[src/rtl/exc_pkg.sv]
package exc_pkg;
  localparam int NSRC   = 7;
  localparam int VEC_W  = 8;
  localparam int MODE_W = 5;

  typedef enum int {
    SRC_RST  = 0,
    SRC_DABT = 1,
    SRC_FIQ  = 2,
    SRC_IRQ  = 3,
    SRC_PABT = 4,
    SRC_SWI  = 5,
    SRC_UND  = 6
  } src_e;

  localparam logic [MODE_W-1:0] MODE_SVC = 5'b10011;
  localparam logic [MODE_W-1:0] MODE_ABT = 5'b10111;
  localparam logic [MODE_W-1:0] MODE_UND = 5'b11011;
  localparam logic [MODE_W-1:0] MODE_IRQ = 5'b10010;
  localparam logic [MODE_W-1:0] MODE_FIQ = 5'b10001;

  // vector slot index (address / 4); slot 5 is left unused
  function automatic logic [VEC_W-1:0] vec_of(input int src);
    logic [2:0] slot;
    case (src)
      SRC_RST:  slot = 3'd0;
      SRC_UND:  slot = 3'd1;
      SRC_SWI:  slot = 3'd2;
      SRC_PABT: slot = 3'd3;
      SRC_DABT: slot = 3'd4;
      SRC_IRQ:  slot = 3'd6;
      default:  slot = 3'd7;
    endcase
    return VEC_W'({slot, 2'b00});
  endfunction

  function automatic logic [MODE_W-1:0] mode_of(input int src);
    case (src)
      SRC_RST, SRC_SWI:   return MODE_SVC;
      SRC_DABT, SRC_PABT: return MODE_ABT;
      SRC_UND:            return MODE_UND;
      SRC_IRQ:            return MODE_IRQ;
      default:            return MODE_FIQ;
    endcase
  endfunction
endpackage

[src/rtl/exc_req_gate.sv]
module exc_req_gate
  import exc_pkg::*;
(
  input  logic [NSRC-1:0] raw_req,
  input  logic            mask_fiq,
  input  logic            mask_irq,
  output logic [NSRC-1:0] live_req
);
  for (genvar i = 0; i < NSRC; i++) begin : g_gate
    if (i == SRC_FIQ) begin : g_f
      assign live_req[i] = raw_req[i] & ~mask_fiq;
    end else if (i == SRC_IRQ) begin : g_i
      assign live_req[i] = raw_req[i] & ~mask_irq;
    end else begin : g_p
      assign live_req[i] = raw_req[i];
    end
  end
endmodule

[src/rtl/exc_prio_pick.sv]
module exc_prio_pick #(
  parameter int N = 7
) (
  input  logic [N-1:0] live_req,
  output logic [N-1:0] grant,
  output logic         any
);
  // seen[i]: some request with index below i (more urgent) is live
  logic [N:0] seen;
  assign seen[0] = 1'b0;
  for (genvar i = 0; i < N; i++) begin : g_pick
    assign grant[i]  = live_req[i] & ~seen[i];
    assign seen[i+1] = seen[i] | live_req[i];
  end
  assign any = seen[N];
endmodule

[src/rtl/exc_vec_enc.sv]
module exc_vec_enc
  import exc_pkg::*;
(
  input  logic [NSRC-1:0]   grant,
  output logic [VEC_W-1:0]  vec,
  output logic [MODE_W-1:0] mode
);
  always_comb begin
    vec  = '0;
    mode = '0;
    for (int i = 0; i < NSRC; i++) begin
      if (grant[i]) begin
        vec  = vec  | vec_of(i);
        mode = mode | mode_of(i);
      end
    end
  end
endmodule

[src/rtl/exc_vector_sel.sv]
module exc_vector_sel
  import exc_pkg::*;
(
  input  logic              clk,
  input  logic              rst_n,
  input  logic              req_reset,
  input  logic              req_dabt,
  input  logic              req_fiq,
  input  logic              req_irq,
  input  logic              req_pabt,
  input  logic              req_swi,
  input  logic              req_und,
  input  logic              mask_fiq,
  input  logic              mask_irq,
  output logic              sel_valid,
  output logic [VEC_W-1:0]  sel_vector,
  output logic [MODE_W-1:0] sel_mode,
  output logic [NSRC-1:0]   sel_grant
);
  logic [NSRC-1:0]   raw_req;
  logic [NSRC-1:0]   live_req;
  logic [NSRC-1:0]   pick_grant;
  logic              pick_any;
  logic [VEC_W-1:0]  pick_vec;
  logic [MODE_W-1:0] pick_mode;

  assign raw_req = {req_und, req_swi, req_pabt, req_irq, req_fiq, req_dabt, req_reset};

  exc_req_gate u_gate (
    .raw_req (raw_req),
    .mask_fiq(mask_fiq),
    .mask_irq(mask_irq),
    .live_req(live_req)
  );

  exc_prio_pick #(.N(NSRC)) u_pick (
    .live_req(live_req),
    .grant   (pick_grant),
    .any     (pick_any)
  );

  exc_vec_enc u_enc (
    .grant(pick_grant),
    .vec  (pick_vec),
    .mode (pick_mode)
  );

  always_ff @(posedge clk or negedge rst_n) begin
    if (!rst_n) begin
      sel_valid  <= 1'b0;
      sel_grant  <= '0;
      sel_vector <= '0;
      sel_mode   <= MODE_SVC;
    end else begin
      sel_valid <= pick_any;
      sel_grant <= pick_grant;
      if (pick_any) begin
        sel_vector <= pick_vec;
        sel_mode   <= pick_mode;
      end
    end
  end
endmodule

[config.mk]
export PLATFORM = sky130hd
export DESIGN_NAME = exc_vector_sel
export DESIGN_NICKNAME = d
export VERILOG_FILES = /design/src/rtl/exc_pkg.sv /design/src/rtl/exc_req_gate.sv /design/src/rtl/exc_prio_pick.sv /design/src/rtl/exc_vec_enc.sv /design/src/rtl/exc_vector_sel.sv
export SDC_FILE = /design/constraint.sdc
export NUM_CORES = 1
export LEC_CHECK = 0
export ABC_AREA = 1
export BUFFER_PORTS_ARGS = -buffer_cell sky130_fd_sc_hd__buf_4
export CAP_MARGIN = 20
export CORE_MARGIN = 2
export CORE_UTILIZATION = 40
export CTS_CLUSTER_DIAMETER = 200
export DETAILED_ROUTE_END_ITERATION = 6
export GPL_TIMING_DRIVEN = 0
export PLACE_DENSITY = 0.8
export SLEW_MARGIN = 20
export SYNTH_ARGS = -nofsm -noshare
export SYNTH_HDL_FRONTEND = slang
export SYNTH_SLANG_ARGS = --single-unit
export TNS_END_PERCENT = 10
[constraint.sdc]
create_clock -name clk -period 2.2 [get_ports clk]
set_input_delay 0.33 -clock clk [delete_from_list [all_inputs] [get_ports clk]]
set_output_delay 0.33 -clock clk [all_outputs]
set_load 0.02 [all_outputs]
# --- Word level (Yosys, flattened, before mapping) ---
# Index checks and enable logic that the tools add are counted.
op_classes:
  n_mux: 24
  bitwise_logic: 33
ops:
  columns: ["operator", "n"]
  rows:
  - ["5-bit two-way mux", 14]
  - ["8-bit two-way mux", 5]
  - ["5-bit OR", 7]
  - ["8-bit by 5-bit OR with 8-bit output", 4]
  - ["3-bit two-way mux", 5]
  - ["1-bit AND", 8]
  - ["1-bit inverter", 8]
  - ["1-bit OR", 6]
word_totals:
  reg_bits: 21
  input_bits: 11
  output_inout_bits: 21
  wordCells: 61

# --- Depth between registers and ports, before layout ---
logic_depth:
  ltp_word: 15
  mapped_depth: 8
  depth_no_buf: 8

# --- By module ---
# A second synthesis with hierarchy kept.
hier_totals:
  cells_unflattened: 118
  hier_area_um2: 987.2
modules_own_cells:
  columns: ["mod", "instances", "cells_per_inst", "area_per_inst_um2", "seq_area_each_um2"]
  rows:
  - ["exc_vector_sel", 1, 63, 698.2, 529.3]
  - ["exc_vec_enc", 1, 28, 137.6, 0.0]
  - ["exc_prio_pick", 1, 18, 93.8, 0.0]
  - ["exc_req_gate", 1, 9, 57.6, 0.0]

# --- Worst setup path after synthesis ---
# OpenSTA, ideal clock, no wires.
synth_path:
  path_kind: "input -> register"
  start: "input port req_dabt"
  end: "register sel_mode[4]"
  setup_time_ns: 0.082
  t_arrival_ns: 0.950
  t_required_ns: 2.118
  setup_slack_ns: 1.168
  cell_stages: 5
  n_path_buf: 0
  cell_sequence: "nor2_4 nand3_4 nor2_4 nand3_4 or2_1"
synth_between:
  elab_cells_between_ends: 28
  cone_classes: "mux: 6; bitwise: 22"
synth_lines:
  columns: ["element", "line_no", "rtl"]
  rows:
  - ["start, declared", "exc_vector_sel.sv:7", "input logic req_dabt,"]
  - ["1-bit OR (6 in a row)", "exc_prio_pick.sv:13", "assign seen[i+1] = seen[i] | live_req[i];"]
  - ["named net pick_any", "exc_vector_sel.sv:23", "logic pick_any;"]
  - ["end signal, assigned", "exc_vector_sel.sv:59", "sel_mode <= pick_mode;"]
  - ["end, declared", "exc_vector_sel.sv:17", "output logic [MODE_W-1:0] sel_mode,"]
# The timed path passes the listed nets, and every way through them passes these cells.
# A chain may end at the register's enable or synchronous reset.

# --- Final worst setup path ---
layout_path:
  start: "register sel_mode[0]"
  end: "output port sel_mode[0]"
# No word-level cell between the ends.

==> results.json <==
{
  "ys_warn_count": 0,
  "worst_slack_ns": 0.928,
  "drc": 0,
  "synthMostInstantiatedCell": "dfrtp_1",
  "final_core_util_pct": 57.8,
  "critical_path_class": "reg -> out",
  "setup-tns-final_ns": 0,
  "period_needed_ns": 1.27,
  "grt_pass1_wl_um": 2130,
  "p_per_area_nw_per_um2": 582,
  "irDropWorstVdd_uv": 248,
  "status": "complete, no violations",
  "yosys.cell_types.count": 17,
  "wl_um": 1300,
  "synth_area_leaders": "dfrtp_1 46%, dfstp_2 11%, inv_1 5.8%, nand2_1 5.8%, buf_4 5.3%",
  "coreArea_um2": 1690,
  "cp_cell_sequence": "buf_4",
  "dp_hpwl_um": 1080,
  "clk-insertion-delay-late_ns": 0.27,
  "clockRootBuffer": "clkbuf_4",
  "slew_viol_final": 0,
  "syn_area_um2": 708,
  "clkSinkCount": 16,
  "post_cts_buffers": 0,
  "hold_violations": 0,
  "ys.flop_type": "dfrtp_1",
  "fin_worst_skew_ns": 0,
  "placed_cells": 119,
  "max_stage_delay_ns": 0.54,
  "cap_violations": 0,
  "synthTopCellsByCount": "13 x dfrtp_1, 11 x inv_1, 11 x nand2_1",
  "io_pins": 32,
  "syn_inst": 72,
  "critPathLaunchType": "flip-flop",
  "end_kind": "output port",
  "slowest_stage": "dfstp_2",
  "dr.pass1.iters": 4,
  "numCtsBuffers": 3,
  "drt_iter0_drc": 13,
  "final_area_um2": 976,
  "ant_nets": 0,
  "area_growth_pct": 37.8,
  "io_buffers": 26,
  "path_clk_slew_ns": 0.09,
  "grt_antenna_before_repair": 0,
  "die_w_um": 46.1,
  "wl_per_cell_um": 10.5,
  "min_from": "req_reset",
  "grt_max_degree": 17,
  "synth_top_area_share_pct": 45.9,
  "vias": 556,
  "finalCritPeriodShare_pct": 57.8,
  "clock_path_buffers": 2,
  "worstPathArrival_ns": 0.94,
  "synth_area_per_cell_um2": 9.84,
  "die_area_um2": 2120,
  "n_antenna_cell": 0,
  "synth_largest_area_cell": "dfrtp_1",
  "worstHoldPathType": "in -> reg",
  "critPathLaunch": "sel_mode[0]",
  "grt_setup_unrepaired": "false",
  "overflow": 0,
  "fin_nets": 119,
  "leakage_nw": 0.524,
  "cts_resized": 0,
  "placed_area_um2": 940,
  "start_util_pct": 41.9,
  "rows": 15,
  "path_buf_inv": 1,
  "critical_path.max_fanout": 2,
  "grt_usage_pct": 14.2,
  "die_y_um": 46.1,
  "regToRegStartpoint": "sel_vector[2]",
  "yosysSeqAreaShare_pct": 57.1,
  "vias_per_cell": 4.48,
  "place_congestion": 0.770,
  "worst_path_dominant_cell_family": "flip-flops",
  "required_ns": 1.87,
  "hold_buffers": 1,
  "grt_pass1_vias": 515,
  "setup_violations": 0,
  "synth_edf_count": 0,
  "fmax_mhz": 786,
  "h-tree-depth": 1,
  "drive_above_1_share_pct": 42.1,
  "cts_tree": "built",
  "post-place-ws_ns": 0.956,
  "async_flop_share_pct": 100,
  "synth_seq_cells": 16,
  "layoutNonFillerInstCount": 124
}
-- sequential cells by signal (all words and copies together), names as in the netlist --
signal      count
sel_mode        5
sel_vector      3
sel_grant       7
sel_valid       1
-- per-layer routing --
layer  wire length [um]  part of all wire, %  global-route usage [%]
met5                  0                    0                       0
met4                 25                  1.9                    6.86
met3                 65                  5.0                    1.96
met2                695                   53                    25.3
met1                519                   40                    16.5
-- worst paths after layout --
kind	endpoint	slack (ns)	cells after the start
setup / recovery	sel_mode[0]	0.93	1
hold / removal	sel_grant[0]	0.19	1
min in group asynchronous	sel_grant[1]	0.44	2
setup reg to reg	sel_vector[2]	1.46	4
max in group asynchronous	sel_mode[1]	1.51	2
hold reg to reg	sel_mode[0]	0.48	2
-- kinds of logic after synthesis --
family                 share of synthesized area [%]
AND/OR/NAND/NOR                                 30.4
flip-flops                                      57.1
buffers and inverters                           11.1
AO/OA/AOI/OAI                                  0.884
other                                          0.530
-- final cells by class --
type                       count  area (um^2)
timing repair buffer          27          205
tap                           17         21.3
clock buffer                   4         26.3
multi-input combinational     44          240
buffer                         5         37.5
sequential                    16          404
fill                         156          713
inverter                      11         41.3
-- stage by stage --
step / hold WS (ns) / total power, mW
2_1_floorplan: 0.0344 / 0.373
3_3_place_gp: 0.194 / 0.416
3_5_place_dp: 0.196 / 0.418
4_1_cts: 0.189 / 0.570
5_1_grt: 0.183 / 0.592
6_report: 0.192 / 0.568
-- where the power goes --
| part | switching, mW | total (mW) | internal, mW |
|---|---|---|---|
| clock | 0.0839 | 0.154 | 0.0702 |
| combinational | 0.0599 | 0.103 | 0.0427 |
| sequential | 0.00501 | 0.311 | 0.306 |
-- placed cells by master, fill, tap and decap left out --
| master | n |
|---|---|
| nand3_4 | 2 |
| nor2_2 | 2 |
| conb_1 | 5 |
| nor3_1 | 1 |
| a31oi_1 | 1 |
| nor2_4 | 2 |
| nand3_1 | 5 |
| nand2_2 | 1 |
| dlygate4sd3_1 | 1 |
| nor2_1 | 10 |
| or2_1 | 1 |
| nand2_4 | 1 |
| dfstp_2 | 3 |
| clkbuf_1 | 1 |
| clkbuf_4 | 3 |
| buf_4 | 31 |
| nand2_1 | 11 |
| inv_1 | 11 |
| nand4_1 | 2 |
| dfrtp_1 | 13 |
Power figures use the tool's default switching activity.
